$ cat src/rtl/evt_bank_ctrl.sv
module evt_bank_ctrl #(
  parameter int N_IN = 32
) (
  input  logic            clk,
  input  logic            rst_n,
  input  logic [N_IN-1:0] ev_in,
  input  logic [2:0]      addr,
  input  logic            wr_en,
  input  logic [7:0]      wr_data,
  output logic [7:0]      rd_data,
  output logic            irq
);
  localparam int NBYTE = N_IN / 8;
  localparam int NGRP  = N_IN / 4;

  logic [N_IN-1:0] s1, s2, s3, st, clr, pol_x, evt;
  logic [NGRP-1:0] pol;
  logic [1:0]      bank;
  logic            ien;
  logic [7:0]      db [NBYTE];

  for (genvar i = 0; i < N_IN; i++) begin : g_pol
    assign pol_x[i] = pol[i/4];
  end

  assign evt = (pol_x & s3 & ~s2) | (~pol_x & s2 & ~s3);
  assign irq = ien & (|st);

  always_comb begin
    clr = '0;
    if (wr_en && bank == 2'd1 && int'(addr) < NBYTE)
      clr[int'(addr)*8 +: 8] = wr_data;
  end

  always_ff @(posedge clk or negedge rst_n) begin
    if (!rst_n) begin
      s1 <= '0;
      s2 <= '0;
      s3 <= '0;
      st <= '0;
    end else begin
      s1 <= ev_in;
      s2 <= s1;
      s3 <= s2;
      st <= (st & ~clr) | evt;
    end
  end

  always_ff @(posedge clk or negedge rst_n) begin
    if (!rst_n) begin
      bank <= 2'd0;
      pol  <= '0;
      ien  <= 1'b0;
      for (int k = 0; k < NBYTE; k++) db[k] <= 8'h00;
    end else if (wr_en) begin
      if (addr == 3'd7) begin
        if (wr_data[7:6] != 2'b11) bank <= wr_data[7:6];
      end else if (bank == 2'd0) begin
        if (addr == 3'd4) pol <= wr_data[NGRP-1:0];
        if (addr == 3'd5) ien <= wr_data[0];
      end else if (bank == 2'd2 && int'(addr) < NBYTE) begin
        db[addr[1:0]] <= wr_data;
      end
    end
  end

  always_comb begin
    rd_data = 8'h00;
    if (addr == 3'd7) rd_data = {bank, 6'b0};
    else if (int'(addr) < NBYTE) begin
      case (bank)
        2'd0:    rd_data = s2[int'(addr)*8 +: 8];
        2'd1:    rd_data = st[int'(addr)*8 +: 8];
        2'd2:    rd_data = db[addr[1:0]];
        default: rd_data = 8'h00;
      endcase
    end else if (bank == 2'd0 && addr == 3'd4) rd_data = pol;
    else if (bank == 2'd0 && addr == 3'd5) rd_data = {7'b0, ien};
  end
endmodule

$ cat config.mk
export PLATFORM = sky130hd
export DESIGN_NAME = evt_bank_ctrl
export DESIGN_NICKNAME = d
export VERILOG_FILES = /design/src/rtl/evt_bank_ctrl.sv
export SDC_FILE = /design/constraint.sdc
export NUM_CORES = 1
export LEC_CHECK = 0
export ABC_CLOCK_PERIOD_IN_PS = 2500
export BUFFER_PORTS_ARGS = -buffer_cell sky130_fd_sc_hd__buf_2
export CORE_MARGIN = 4
export CORE_UTILIZATION = 56
export CTS_CLUSTER_SIZE = 24
export DETAILED_ROUTE_END_ITERATION = 10
export PLACE_DENSITY = 0.73
export SYNTH_ARGS = -nofsm -noshare
export SYNTH_HDL_FRONTEND = slang
export SYNTH_SLANG_ARGS = --single-unit
$ cat constraint.sdc
create_clock -name clk -period 2.5 [get_ports clk]
set_input_delay 0.5 -clock clk [delete_from_list [all_inputs] [get_ports clk]]
set_output_delay 0.5 -clock clk [all_outputs]
set_load 0.03 [all_outputs]
# Yosys cells after proc, flatten, opt, wreduce, memory -nomap -nowiden
# Index checks and enable logic that the tools add are counted.
word_totals:
  ff_bits: 171
  in_bits: 46
  output_inout_bits: 9
  elab_cells: 65
op_classes:
  reduce_logical: 12
  order_cmp: 3
  mux: 12
  add_sub_neg: 1
  bitwise: 16
  shift: 4
  eq_ne: 6
op_table:
  columns: ["cell", "n"]
  rows:
  - ["32-bit AND", 6]
  - ["32-bit inverter", 4]
  - ["32-bit bitwise OR", 2]
  - ["32-bit by 7-bit variable part select with 8-bit output", 2]
  - ["8-bit 2-to-1 mux", 6]
  - ["6-bit negator with 33-bit output", 1]
  - ["8-bit by 33-bit variable shift with 32-bit output (first input constant)", 1]
  - ["8-bit by 33-bit variable part select with 32-bit output", 1]
  - ["32-bit bitwise mux", 1]
  - ["32-bit 2-to-1 mux", 1]
  - ["32-bit OR reduction", 1]
  - ["8-bit case mux with 3 select lines", 1]
  - ["8-bit binary-select mux with 2-bit select", 1]
  - ["8-bit demux with 2-bit select", 1]
  - ["4-bit AND reduction", 3]
  - ["3-bit == test (second input constant)", 3]
  - ["1-bit logical AND", 6]
  - ["3-bit >= comparator (second input constant)", 1]
  - ["3-bit by 1-bit < comparator with 1-bit output (second input constant)", 1]
  - ["3-bit < comparator (second input constant)", 1]
  - ["2-bit inverter with 3-bit output", 1]
  - ["3-bit AND reduction", 1]
  - ["2-bit by 1-bit == test with 1-bit output (second input constant)", 1]
  - ["2-bit == test (second input constant)", 1]
  - ["other kinds (5)", 6]

# Depth between registers and ports, before layout
logic_depth:
  word_depth: 7
  mapped_depth: 9
  depth_no_buf: 7

# Worst setup path after synthesis
# OpenSTA, ideal clock, no wires.
synth_timing:
  path_type: "input to register"
  start: "input addr[1]"
  end: "register st[0]"
  arrival_time_ns: 2.653
  stages: 8
  slack_ns: -0.279
  path_buffers: 1
  cell_sequence: "clkbuf_1 -> inv_1 -> ha_1 -> ha_1 -> or4b_4 -> nor3_4 -> nand3_1 -> a221o_1"
synth_between:
  elab_chain_cells: 7
  elab_cells_between_ends: 10
  cone_classes: "1 x add/sub; 1 x order compare; 2 x shift; 1 x mux; 4 x bitwise; 1 x reduce/logical"
synth_lines:
  columns: ["element", "line_no", "text"]
  rows:
  - ["from (decl)", "7", "input logic [2:0] addr,"]
  - ["6-bit negator with 33-bit output", "32", "clr[int'(addr)*8 +: 8] = wr_data;"]
  - ["8-bit by 33-bit variable part select with 32-bit output or 8-bit by 33-bit variable shift with 32-bit output (tied branches)", "32", null]
  - ["32-bit AND (no line)", null, null]
  - ["32-bit 2-to-1 mux (*)", "31", "if (wr_en && bank == 2'd1 && int'(addr) < NBYTE)"]
  - ["32-bit inverter (*)", "45", "st <= (st & ~clr) | evt;"]
  - ["32-bit AND (*)", "45", null]
  - ["32-bit bitwise OR (*)", "45", null]
  - ["to (signal assigned)", "45", null]
  - ["to (decl)", "16", "logic [N_IN-1:0] s1, s2, s3, st, clr, pol_x, evt;"]
# Every way passes the cells marked *; elsewhere a longest branch is shown, timed or not.
# A chain may end at the register's enable or synchronous reset.

# Worst setup path after layout
layout_timing:
  start: "register bank[1]"
  end: "output rd_data[3]"
layout_between:
  elab_chain_cells: 5
  elab_cells_between_ends: 8
  cone_classes: "2 x eq/ne; 4 x mux; 2 x reduce/logical"
layout_lines:
  columns: ["element", "line_no", "text"]
  rows:
  - ["from (decl)", "18", "logic [1:0] bank;"]
  - ["from (signal assigned)", "57", "if (wr_data[7:6] != 2'b11) bank <= wr_data[7:6];"]
  - ["parallel branches: the longest is 3 deep, another holds 8-bit case mux with 3 select lines", null, null]
  - ["8-bit 2-to-1 mux (*)", "70", "else if (int'(addr) < NBYTE) begin"]
  - ["8-bit 2-to-1 mux (*)", "69", "if (addr == 3'd7) rd_data = {bank, 6'b0};"]
  - ["to (decl)", "10", "output logic [7:0] rd_data,"]
# Every way passes the cells marked *.

==> impl_metrics.env <==
export IMPL_outcome="complete, but fails checks"
export IMPL_failed_checks="negative setup slack"
export IMPL_skew_ns=0.00648
export IMPL_final_setup_worst_slack_ns=-0.147
export IMPL_final_nets=643
export IMPL_area_growth_pct=18.6
export IMPL_synth_edf_count=0
export IMPL_relSlewSlack=0.566
export IMPL_final_setup_tns_ns=-0.862
export IMPL_synth_ff_type="dfrtp_1"
export IMPL_dpl_hpwl_mm=10.6
export IMPL_crit_fanout=13
export IMPL_vias_per_cell=5.98
export IMPL_holdBufCountCts=0
export IMPL_route_antenna_remaining_nets=0
export IMPL_ir_drop_uv=855
export IMPL_drt_pass1_iterations=5
export IMPL_fin_crit_ns=2.65
export IMPL_netlist_instances=523
export IMPL_antenna_found_initial=0
export IMPL_die_x_um=119
export IMPL_gr_total_overflow=0
export IMPL_yosysSeqAreaShare=0.616
export IMPL_async_flop_share=1.00
export IMPL_post_route_drc_count=0
export IMPL_end_kind="output port"
export IMPL_cts_root_buf="clkbuf_16"
export IMPL_clk_pin_slew_worst_paths_ns=0.06
export IMPL_yosysUniqueCellTypes=46
export IMPL_ys_warn_count=0
export IMPL_dieArea_um2=14300
export IMPL_grt_pass1_vias=4897
export IMPL_drtIter0Drc=356
export IMPL_routedWlPerCell_um=20.0
export IMPL_drive_gt1_frac=0.328
export IMPL_syn_area_um2=6950
export IMPL_drv_cap=0
export IMPL_grt_max_degree=65
export IMPL_hold_ws_ns=0.0475
export IMPL_synth_avg_cell_area_um2=13.3
export IMPL_fmax_mhz=378
export IMPL_die_y_um=119
export IMPL_min_path_type="in2async"
export IMPL_setup_viol=8
export IMPL_clk_latency_ns=0.43
export IMPL_leakagePower_nw=3.55
export IMPL_critPathLaunchType="flop"
export IMPL_grtUsageTotal=0.233
export IMPL_worst_setup_path_type="reg2out"
export IMPL_hold_violations=0
export IMPL_coreArea_um2=12100
export IMPL_vias=4617
export IMPL_powerDensity_nw_per_um2=855
export IMPL_cts_sinks=171
export IMPL_std_cell_rows=40
export IMPL_cts_max_path_buffers=2
export IMPL_worst_pin_slew_ns=0.651
export IMPL_grt_first_pass_wirelength_mm=25.3
export IMPL_cp_data_required_time_ns=2.00
export IMPL_fillerInstances=867
export IMPL_slew_viol_final=0
export IMPL_ys_ff_latch=171
export IMPL_routed_wl_mm=15.4
export IMPL_crit_arrival_ns=2.15
export IMPL_portBuffers=54
export IMPL_syn_nets=575
export IMPL_start_util=0.576
export IMPL_post_cts_buffers=0
export IMPL_io_pins=55
export IMPL_place_gp_congestion=0.873
export IMPL_n_antenna_cell=0
export IMPL_post_route_period_util=1.06
export IMPL_cts_buffers=17
export IMPL_cts_max_level=4
export IMPL_grt_setup_unrepaired="true"
export IMPL_cts_tree="done"
-- registers in the layout, summed over array words and instances (netlist names) --
register  count
db           32
s1           32
s2           32
s3           32
st           32
pol           8
bank          2
ien           1
-- through the flow --
stage	worst slack (ns)	area (um2)	total power, mW	util	std cells
after detailed placement	-0.0292	7550	4.49	0.626	739
final	-0.147	8240	7.04	0.683	772
after floorplan	0.00352	6990	4.08	-	523
after CTS	-0.164	8230	7.08	0.682	772
after global routing	-0.233	8240	7.36	0.683	772
after global placement	0.0392	7550	4.42	0.626	739
-- Yosys cell counts (5+ instances only) --
| cell | count | area [um2] |
|---|---|---|
| dfrtp_1 | 171 | 4280 |
| nand2_1 | 49 | 184 |
| mux2_2 | 46 | 518 |
| nand3_1 | 28 | 140 |
| mux2i_1 | 23 | 230 |
| nor2_1 | 22 | 82.6 |
| o21ai_0 | 16 | 80.1 |
| mux4_2 | 15 | 338 |
| buf_2 | 14 | 70.1 |
| o211ai_1 | 14 | 105 |
| nor2b_1 | 13 | 81.3 |
| nor3b_1 | 13 | 97.6 |
| a221o_1 | 12 | 120 |
| clkbuf_1 | 9 | 33.8 |
| nor4_1 | 8 | 50.1 |
| a22oi_1 | 7 | 52.6 |
| ha_1 | 6 | 75.1 |
| o21ai_1 | 6 | 30.0 |
| buf_1 | 5 | 18.8 |
| nand3b_1 | 5 | 37.5 |
| or3b_2 | 5 | 43.8 |
-- cells by family after synthesis --
logic type / Yosys count / synth area share
AOI/OAI and AO/OA: 69 / 0.0718
adders and majority gates: 6 / 0.0108
buffers and inverters: 35 / 0.0241
DFF: 171 / 0.616
muxes: 84 / 0.156
and+or+nand+nor: 158 / 0.121
-- metal layers --
layer / routed length, um / vias to the layer above / part of all wire / track usage
met1: 6630 / 2379 / 0.43 / 0.312
met3: 1000 / 28 / 0.065 / 0.0594
met2: 7420 / 171 / 0.48 / 0.361
met4: 375 / 0 / 0.024 / 0.107
met5: 0 / - / 0 / 0
li1: - / 2039 / - / -
-- placed cells by master (no fill, tap or decap), drive strengths merged, types with 2 or more instances in the layout --
| master | synthesis | final |
|---|---|---|
| clkbuf | 9 | 18 |
| nand3b | 5 | 5 |
| mux4 | 15 | 15 |
| mux2i | 23 | 23 |
| clkinv | 0 | 3 |
| o22ai | 3 | 3 |
| mux2 | 46 | 46 |
| a21o | 3 | 3 |
| nor4 | 8 | 8 |
| nor3 | 2 | 2 |
| or3b | 5 | 5 |
| nor2b | 13 | 13 |
| nor3b | 13 | 13 |
| dfrtp | 171 | 171 |
| nor4b | 2 | 2 |
| o21ai | 22 | 22 |
| a221o | 12 | 12 |
| o211ai | 14 | 14 |
| nand4 | 3 | 3 |
| a22oi | 7 | 7 |
| and3 | 2 | 2 |
| nor2 | 22 | 22 |
| nand2 | 49 | 49 |
| inv | 3 | 8 |
| ha | 6 | 6 |
| clkinvlp | 0 | 5 |
| nand3 | 28 | 28 |
| buf | 23 | 81 |
-- critical path: stages, from the launching register on --
cell and delay, ns:
dfrtp_1 0.38, nand2b_4 0.19, buf_12 0.17, mux2i_1 0.13
mux4_2 0.52, o21ai_2 0.17, buf_6 0.15
-- final timing paths --
check	cells past startpoint	end	slack, ns	startpoint
worst max-delay path	6	rd_data[3]	-0.15	bank[1]$_DFFE_PN0P_
worst min-delay path	1	s2[0]$_DFF_PN0_	0.05	rst_n
worst max register to register	5	db[28]$_DFFE_PN0P_	0.52	bank[0]$_DFFE_PN0P_
worst min register to register	0	s2[6]$_DFF_PN0_	0.35	s1[6]$_DFF_PN0_
max in group asynchronous	2	s2[31]$_DFF_PN0_	1.71	rst_n
min in group clk	1	s1[13]$_DFF_PN0_	0.17	ev_in[13]
-- cell type report --
class | count | area (um2) | area share
sequential | 171 | 4280 | 0.519
inverter | 3 | 13.8 | 0.00167
timing repair buffer | 81 | 579 | 0.0703
tap | 168 | 210 | 0.0255
clock buffer | 18 | 429 | 0.0521
clock inverter | 14 | 139 | 0.0169
multi-input combinational | 317 | 2590 | 0.314
-- where the power goes --
group	switching [mW]	internal, mW	leakage [nW]
Clock	1.12	1.39	0.263
Combinational	0.550	0.601	1.34
Sequential	0.307	3.07	1.95
-- what timing repair did --
action	4_1_cts	5_1_grt
gates resized for setup	25	3
setup endpoints to repair	8	8
endpoints found under the hold margin	0	0
gates cloned	1	0
pin swaps	4	0
No activity file was read; power rests on OpenSTA's default activity.
